`src/rtl/spix_pkg.sv`:
```
package spix_pkg;

  // Kind of processor bus cycle, derived from the two active-low strobes
  typedef enum logic [1:0] {
    CYC_IDLE  = 2'd0,
    CYC_READ  = 2'd1,
    CYC_WRITE = 2'd2,
    CYC_PORT  = 2'd3
  } cyc_e;

  function automatic cyc_e cyc_decode(input logic oe_n, input logic we_n);
    case ({oe_n, we_n})
      2'b01:   return CYC_READ;
      2'b10:   return CYC_WRITE;
      2'b00:   return CYC_PORT;
      default: return CYC_IDLE;
    endcase
  endfunction

endpackage

```
`src/rtl/spix_port_reg.sv`:
```
module spix_port_reg
  import spix_pkg::*;
#(
  parameter int SPI_PORTS = 4,
  parameter int BANK_W    = 2,
  parameter int LATCH_W   = 2 + SPI_PORTS + BANK_W
) (
  input  logic                 clk,
  input  logic                 rst,
  input  cyc_e                 cyc,
  input  logic [LATCH_W-1:0]   addr_lo,
  output logic                 mosi,
  output logic                 sclk,
  output logic [SPI_PORTS-1:0] ss_n,
  output logic [BANK_W-1:0]    bank
);

  localparam logic [LATCH_W-1:0] RST_VAL = {{BANK_W{1'b0}}, {SPI_PORTS{1'b1}}, 2'b00};

  logic [LATCH_W-1:0] pend_q;
  logic [LATCH_W-1:0] port_q;
  logic               in_port_q;

  // Address is tracked during the overlap and committed when it ends
  always_ff @(posedge clk) begin
    if (rst) begin
      pend_q    <= RST_VAL;
      port_q    <= RST_VAL;
      in_port_q <= 1'b0;
    end else begin
      in_port_q <= (cyc == CYC_PORT);
      if (cyc == CYC_PORT)
        pend_q <= addr_lo;
      if (in_port_q && cyc != CYC_PORT)
        port_q <= pend_q;
    end
  end

  assign mosi = port_q[0];
  assign sclk = port_q[1];
  assign ss_n = port_q[2 +: SPI_PORTS];
  assign bank = port_q[LATCH_W-1 -: BANK_W];

endmodule

```
`src/rtl/spix_sync.sv`:
```
module spix_sync #(
  parameter int WIDTH  = 4,
  parameter int STAGES = 2
) (
  input  logic             clk,
  input  logic             rst,
  input  logic [WIDTH-1:0] d,
  output logic [WIDTH-1:0] q
);

  logic [WIDTH-1:0] stg_q [STAGES];

  for (genvar s = 0; s < STAGES; s++) begin : g_stage
    if (s == 0) begin : g_first
      always_ff @(posedge clk) begin
        if (rst) stg_q[s] <= '0;
        else     stg_q[s] <= d;
      end
    end else begin : g_next
      always_ff @(posedge clk) begin
        if (rst) stg_q[s] <= '0;
        else     stg_q[s] <= stg_q[s-1];
      end
    end
  end

  assign q = stg_q[STAGES-1];

endmodule

```
`src/rtl/spix_bank_map.sv`:
```
module spix_bank_map #(
  parameter int ADDR_W = 16,
  parameter int BANK_W = 2,
  parameter int PHYS_W = ADDR_W - 1 + BANK_W
) (
  input  logic [ADDR_W-1:0] cpu_addr,
  input  logic [BANK_W-1:0] bank,
  output logic [PHYS_W-1:0] phys_addr
);

  localparam int WIN_W = ADDR_W - 1;

  always_comb begin
    if (cpu_addr[ADDR_W-1])
      phys_addr = {bank, cpu_addr[WIN_W-1:0]};
    else
      phys_addr = {{BANK_W{1'b0}}, cpu_addr[WIN_W-1:0]};
  end

endmodule

```
`src/rtl/spi_bank_expander.sv`:
```
module spi_bank_expander
  import spix_pkg::*;
#(
  parameter int ADDR_W      = 16,
  parameter int BANK_W      = 2,
  parameter int SPI_PORTS   = 4,
  parameter int DATA_W      = 8,
  parameter int SYNC_STAGES = 2
) (
  input  logic                       clk,
  input  logic                       rst,
  input  logic [ADDR_W-1:0]          cpu_addr,
  input  logic                       cpu_oe_n,
  input  logic                       cpu_we_n,
  input  logic [SPI_PORTS-1:0]       spi_miso,
  output logic [ADDR_W+BANK_W-2:0]   ram_addr,
  output logic                       ram_ce_n,
  output logic                       ram_oe_n,
  output logic                       ram_we_n,
  output logic                       spi_mosi,
  output logic                       spi_sclk,
  output logic [SPI_PORTS-1:0]       spi_ss_n,
  output logic [DATA_W-1:0]          cpu_data_out,
  output logic                       cpu_data_oe
);

  localparam int PHYS_W  = ADDR_W - 1 + BANK_W;
  localparam int LATCH_W = 2 + SPI_PORTS + BANK_W;
  localparam int PAD_W   = DATA_W - SPI_PORTS;

  cyc_e                 cyc;
  logic [BANK_W-1:0]    bank_q;
  logic [SPI_PORTS-1:0] miso_s;
  logic [PHYS_W-1:0]    phys_addr;

  assign cyc = cyc_decode(cpu_oe_n, cpu_we_n);

  spix_port_reg #(
    .SPI_PORTS (SPI_PORTS),
    .BANK_W    (BANK_W),
    .LATCH_W   (LATCH_W)
  ) u_port (
    .clk     (clk),
    .rst     (rst),
    .cyc     (cyc),
    .addr_lo (cpu_addr[LATCH_W-1:0]),
    .mosi    (spi_mosi),
    .sclk    (spi_sclk),
    .ss_n    (spi_ss_n),
    .bank    (bank_q)
  );

  spix_sync #(
    .WIDTH  (SPI_PORTS),
    .STAGES (SYNC_STAGES)
  ) u_sync (
    .clk (clk),
    .rst (rst),
    .d   (spi_miso),
    .q   (miso_s)
  );

  spix_bank_map #(
    .ADDR_W (ADDR_W),
    .BANK_W (BANK_W),
    .PHYS_W (PHYS_W)
  ) u_map (
    .cpu_addr  (cpu_addr),
    .bank      (bank_q),
    .phys_addr (phys_addr)
  );

  // Registered RAM side and processor return path
  always_ff @(posedge clk) begin
    if (rst) begin
      ram_addr     <= '0;
      ram_ce_n     <= 1'b1;
      ram_oe_n     <= 1'b1;
      ram_we_n     <= 1'b1;
      cpu_data_out <= '0;
      cpu_data_oe  <= 1'b0;
    end else begin
      ram_addr     <= phys_addr;
      ram_ce_n     <= !(cyc == CYC_READ || cyc == CYC_WRITE);
      ram_we_n     <= (cyc != CYC_WRITE);
      ram_oe_n     <= !(cyc == CYC_READ && !spi_sclk);
      cpu_data_oe  <= (cyc == CYC_READ) && spi_sclk;
      cpu_data_out <= {{PAD_W{1'b0}}, miso_s};
    end
  end

endmodule

```
`config.mk`:
```
export PLATFORM = sky130hd
export DESIGN_NAME = spi_bank_expander
export DESIGN_NICKNAME = d
export VERILOG_FILES = /design/src/rtl/spix_pkg.sv /design/src/rtl/spix_port_reg.sv /design/src/rtl/spix_sync.sv /design/src/rtl/spix_bank_map.sv /design/src/rtl/spi_bank_expander.sv
export SDC_FILE = /design/constraint.sdc
export NUM_CORES = 1
export LEC_CHECK = 0
export BUFFER_PORTS_ARGS = -buffer_cell sky130_fd_sc_hd__buf_4
export CORE_MARGIN = 2
export CORE_UTILIZATION = 40
export CTS_CLUSTER_DIAMETER = 150
export DETAILED_ROUTE_END_ITERATION = 7
export PLACE_DENSITY_LB_ADDON = 0.12
export SLEW_MARGIN = 20
export SYNTH_ARGS = -nofsm -noshare
export SYNTH_HDL_FRONTEND = slang
export SYNTH_HIERARCHICAL = 1
export SYNTH_SLANG_ARGS = --single-unit
export TNS_END_PERCENT = 20
```
`constraint.sdc`:
```
create_clock -name clk -period 4 [get_ports clk]
set_input_delay 0.4 -clock clk [delete_from_list [all_inputs] [get_ports clk]]
set_output_delay 0.4 -clock clk [all_outputs]
set_load 0.05 [all_outputs]
```
==> results by group <==
Place
  – RePlAce Congestion: 0.724
  – Placed standard-cell area: 2140 um^2
  – Placement Setup Slack: 1640 ps
  – Buffers on Ports: 54
  – Placed wire-length estimate after detailed placement: 2100 um

STA
  – Maximum operating frequency: 483 MHz
  – Final-layout worst hold slack: 307 ps
  – Final hold violations: 0
  – Setup Viol. Count Final: 0
  – Final Critical Period: 2070 ps
  – Worst setup margin: 1930 ps
  – Period utilization: 51.7%
  – Post-Route Skew: 3.28 ps
  – Fin. max-slew vios: 0
  – Actual transition at the worst max-transition pin: 1000 ps
  – Max-Slew Margin vs Limit: 32.9%
  – Setup repair after global routing missed its margin: no
  – Final total negative setup slack: 0 ps

Cells and area
  – Area taken by multi-input logic gates: 657 um^2
  – Fillers: 417
  – Sequential cell area: 1000 um^2
  – Share of cells above drive strength 1: 34.6%
  – Net count of the finished layout: 237
  – Post-synthesis to final-layout area growth: 20.6%
  – Post-route standard cell area excluding fillers: 2230 um^2
  – Commonest cells after routing, fill and taps aside: buf_4, dfxtp_1, nor2b_1
  – Commonest non-fill, non-tap cell in the layout: buf_4
  – # diodes: 0

Clock tree
  – Root Buffer Master: clkbuf_8
  – Hold buffer count at CTS: 0
  – Number of H-tree levels: 2
  – Clock net sink count: 50
  – Total clock buffers created by CTS: 5
  – Cts repair resizes: 0
  – Skew-Pair Late Insertion Delay: 300 ps
  – Post-CTS setup buffer count: 0
  – CTS tree: yes
  – Buffers from clock root to sink, at most: 2
  – Reg clk slew, reported paths: 90 ps

Critical path
  – Critical path start-end classification: primary input to flop
  – Cell breakdown of the critical path: buf_4, inv_1, ha_1, or2_2, a21boi_1, mux2i_1
  – CP max stage cell: a21boi_1
  – Critical Path End Type: flop
  – Arrival time at the worst endpoint: 2300 ps
  – Critical path peak fanout: 14
  – Data required time of the critical path: 4230 ps
  – Type of element launching the critical path: primary input
  – CP peak stage delay: 840 ps

Floorplan
  – Chip height: 72.0 um
  – I/O pin total: 59
  – FP Rows: 24
  – Initial core utilization: 41.9%
  – Die Footprint: 5190 um^2
  – Placeable core area: 4410 um^2
  – Die Width: 72.0 um

Global routing
  – Maximum number of pins on one net before global-route repair: 59
  – Vias in the first global route: 1,063
  – Met3 track utilization from global routing: 4.58%
  – Most congested layer reported by global routing: met2
  – Leftover overflow at the end of global routing: 0
  – First-pass GRT wire length: 4690 um
  – Global Route Usage Sum: 11.8%
  – Number of antenna violations at the first check in global routing: 0
  – Met1 track demand over resource in global routing: 13.0%
  – Met2 Track Usage GR: 19.7%

Route
  – Routed via count divided by cell count: 4.43
  – Number of DRC violations after detailed-routing iteration 0: 32
  – Number of iterations in the first detailed-routing pass: 4
  – DRC violation count after routing: 0
  – Vias after detailed routing: 1,151
  – Post-detailed-route count of antenna-violating nets: 0
  – Wire per inst: 11.6 um
  – Total wire length after detailed routing: 3020 um

Synthesis
  – Number of flops mapped to enable cells by yosys: 0
  – Prevailing post-synth register cell: dfxtp_1
  – FFs w/ async S/R, synth: 0%
  – Yosys Warn Count: 6
  – Seq/Total Area, Yosys: 54.1%
  – Post-synthesis cell type count: 25
  – Cell Area, Synth: 1850 um^2
  – Synthesized netlist cell count: 169
  – Number of flip-flops and latches in the synthesized netlist: 50
  – Post-Syn Area per Cell: 10.9 um^2

Pwr
  – Relative contribution of sequential cells to total power: 55.2%
  – Switching Share: 25.8%
  – Part of the power in combinational logic: 13.5%
  – Net Switching: 244 uW
  – Cell Pwr Density: 425 nW/um^2
  – Peak VDD IR: 214 uV
  – Clock power frac: 31.3%
  – Total internal power: 704 uW
  – Total power: 949 uW
  – Static leakage: 0.000990 uW

Run status
  – Status: finished clean

Job
  – Total of max-cap violations: 0

Hold path
  – Worst hold path type: primary input to flop
==> registers in the layout, summed over array words and instances, names as in the netlist <==
register / flops
ram_addr: 17
cpu_data_oe: 1
u_port/in_port_q: 1
ram_we_n: 1
u_sync/stg_q: 8
u_port/pend_q: 8
u_port/port_q: 8
ram_oe_n: 1
ram_ce_n: 1
cpu_data_out: 4
==> synth_stat cells (2+ instances only) <==
library cell  instances  share of area (%)
a21oi_1               4                1.1
buf_6                 2                1.2
nor2b_1              29                9.8
ha_1                  6                4.1
nor2_1                9                1.8
buf_4                22                8.9
inv_1                 2               0.41
a21bo_2               4                2.2
mux2i_1               8                4.3
dfxtp_1              50                 54
and2_1                2               0.68
nand2b_1             10                3.4
a211o_1               4                1.9
nand3_1               4                1.1
and3_2                3                1.2
==> cell type report <==
cell class / count / area share, %
Multi-Input combinational cell: 94 / 29.4
Timing Repair Buffer: 54 / 18.2
Inverter: 2 / 0.337
Sequential cell: 50 / 44.9
Tap cell: 52 / 2.92
Clock inverter: 2 / 0.561
Clock buffer: 6 / 3.70
==> cells by family after synthesis <==
| logic type | Yosys count | synth area share [%] |
|---|---|---|
| mux | 8 | 4.33 |
| other cells | 1 | 0.203 |
| compound gates | 14 | 6.09 |
| buf+inv | 28 | 11.0 |
| fa+ha+maj | 6 | 4.06 |
| flops | 50 | 54.1 |
| simple gates | 62 | 20.2 |
==> critical path: cells and delay by family <==
family / cells / cell delay [ps]
buffers and inverters: 2 / 180
adder cells (fa/ha/maj): 1 / 210
AO/OA/AOI/OAI: 1 / 840
AND/OR/NAND/NOR: 1 / 400
multiplexers: 1 / 270
==> power groups by stage <==
stage | clock network (uW) | registers [uW] | logic (uW)
2_1_floorplan | 0 | 574 | 62.1
3_3_place_gp | 0 | 535 | 127
3_5_place_dp | 0 | 536 | 129
4_1_cts | 312 | 524 | 130
5_1_grt | 328 | 526 | 136
6_report | 297 | 524 | 128
==> metrics by stage <==
| stage | util, % | instances |
|---|---|---|
| 4_1_cts | 50.5 | 260 |
| 2_1_floorplan | - | 172 |
| 3_3_place_gp | 48.4 | 252 |
| 6_report | 50.5 | 260 |
| 3_5_place_dp | 48.4 | 252 |
| 5_1_grt | 50.5 | 260 |
==> layer usage <==
layer  wire [um]  share of wire [%]
met4          76                2.5
met2        1450                 48
met1        1270                 42
met3         224                7.4
met5           0                  0
==> path summary, 6_finish.rpt <==
| kind | startpoint | depth (start not counted) | to | slack (ps) |
|---|---|---|---|---|
| max | cpu_oe_n | 6 | u_port/port_q[0] | 1930 |
| min | cpu_addr[14] | 2 | ram_addr[14] | 310 |
| max reg2reg | u_port/in_port_q | 2 | u_port/port_q[0] | 2560 |
| min reg2reg | u_sync/stg_q[1][3] | 1 | cpu_data_out[3] | 440 |
Power figures use the tool's default switching activity.
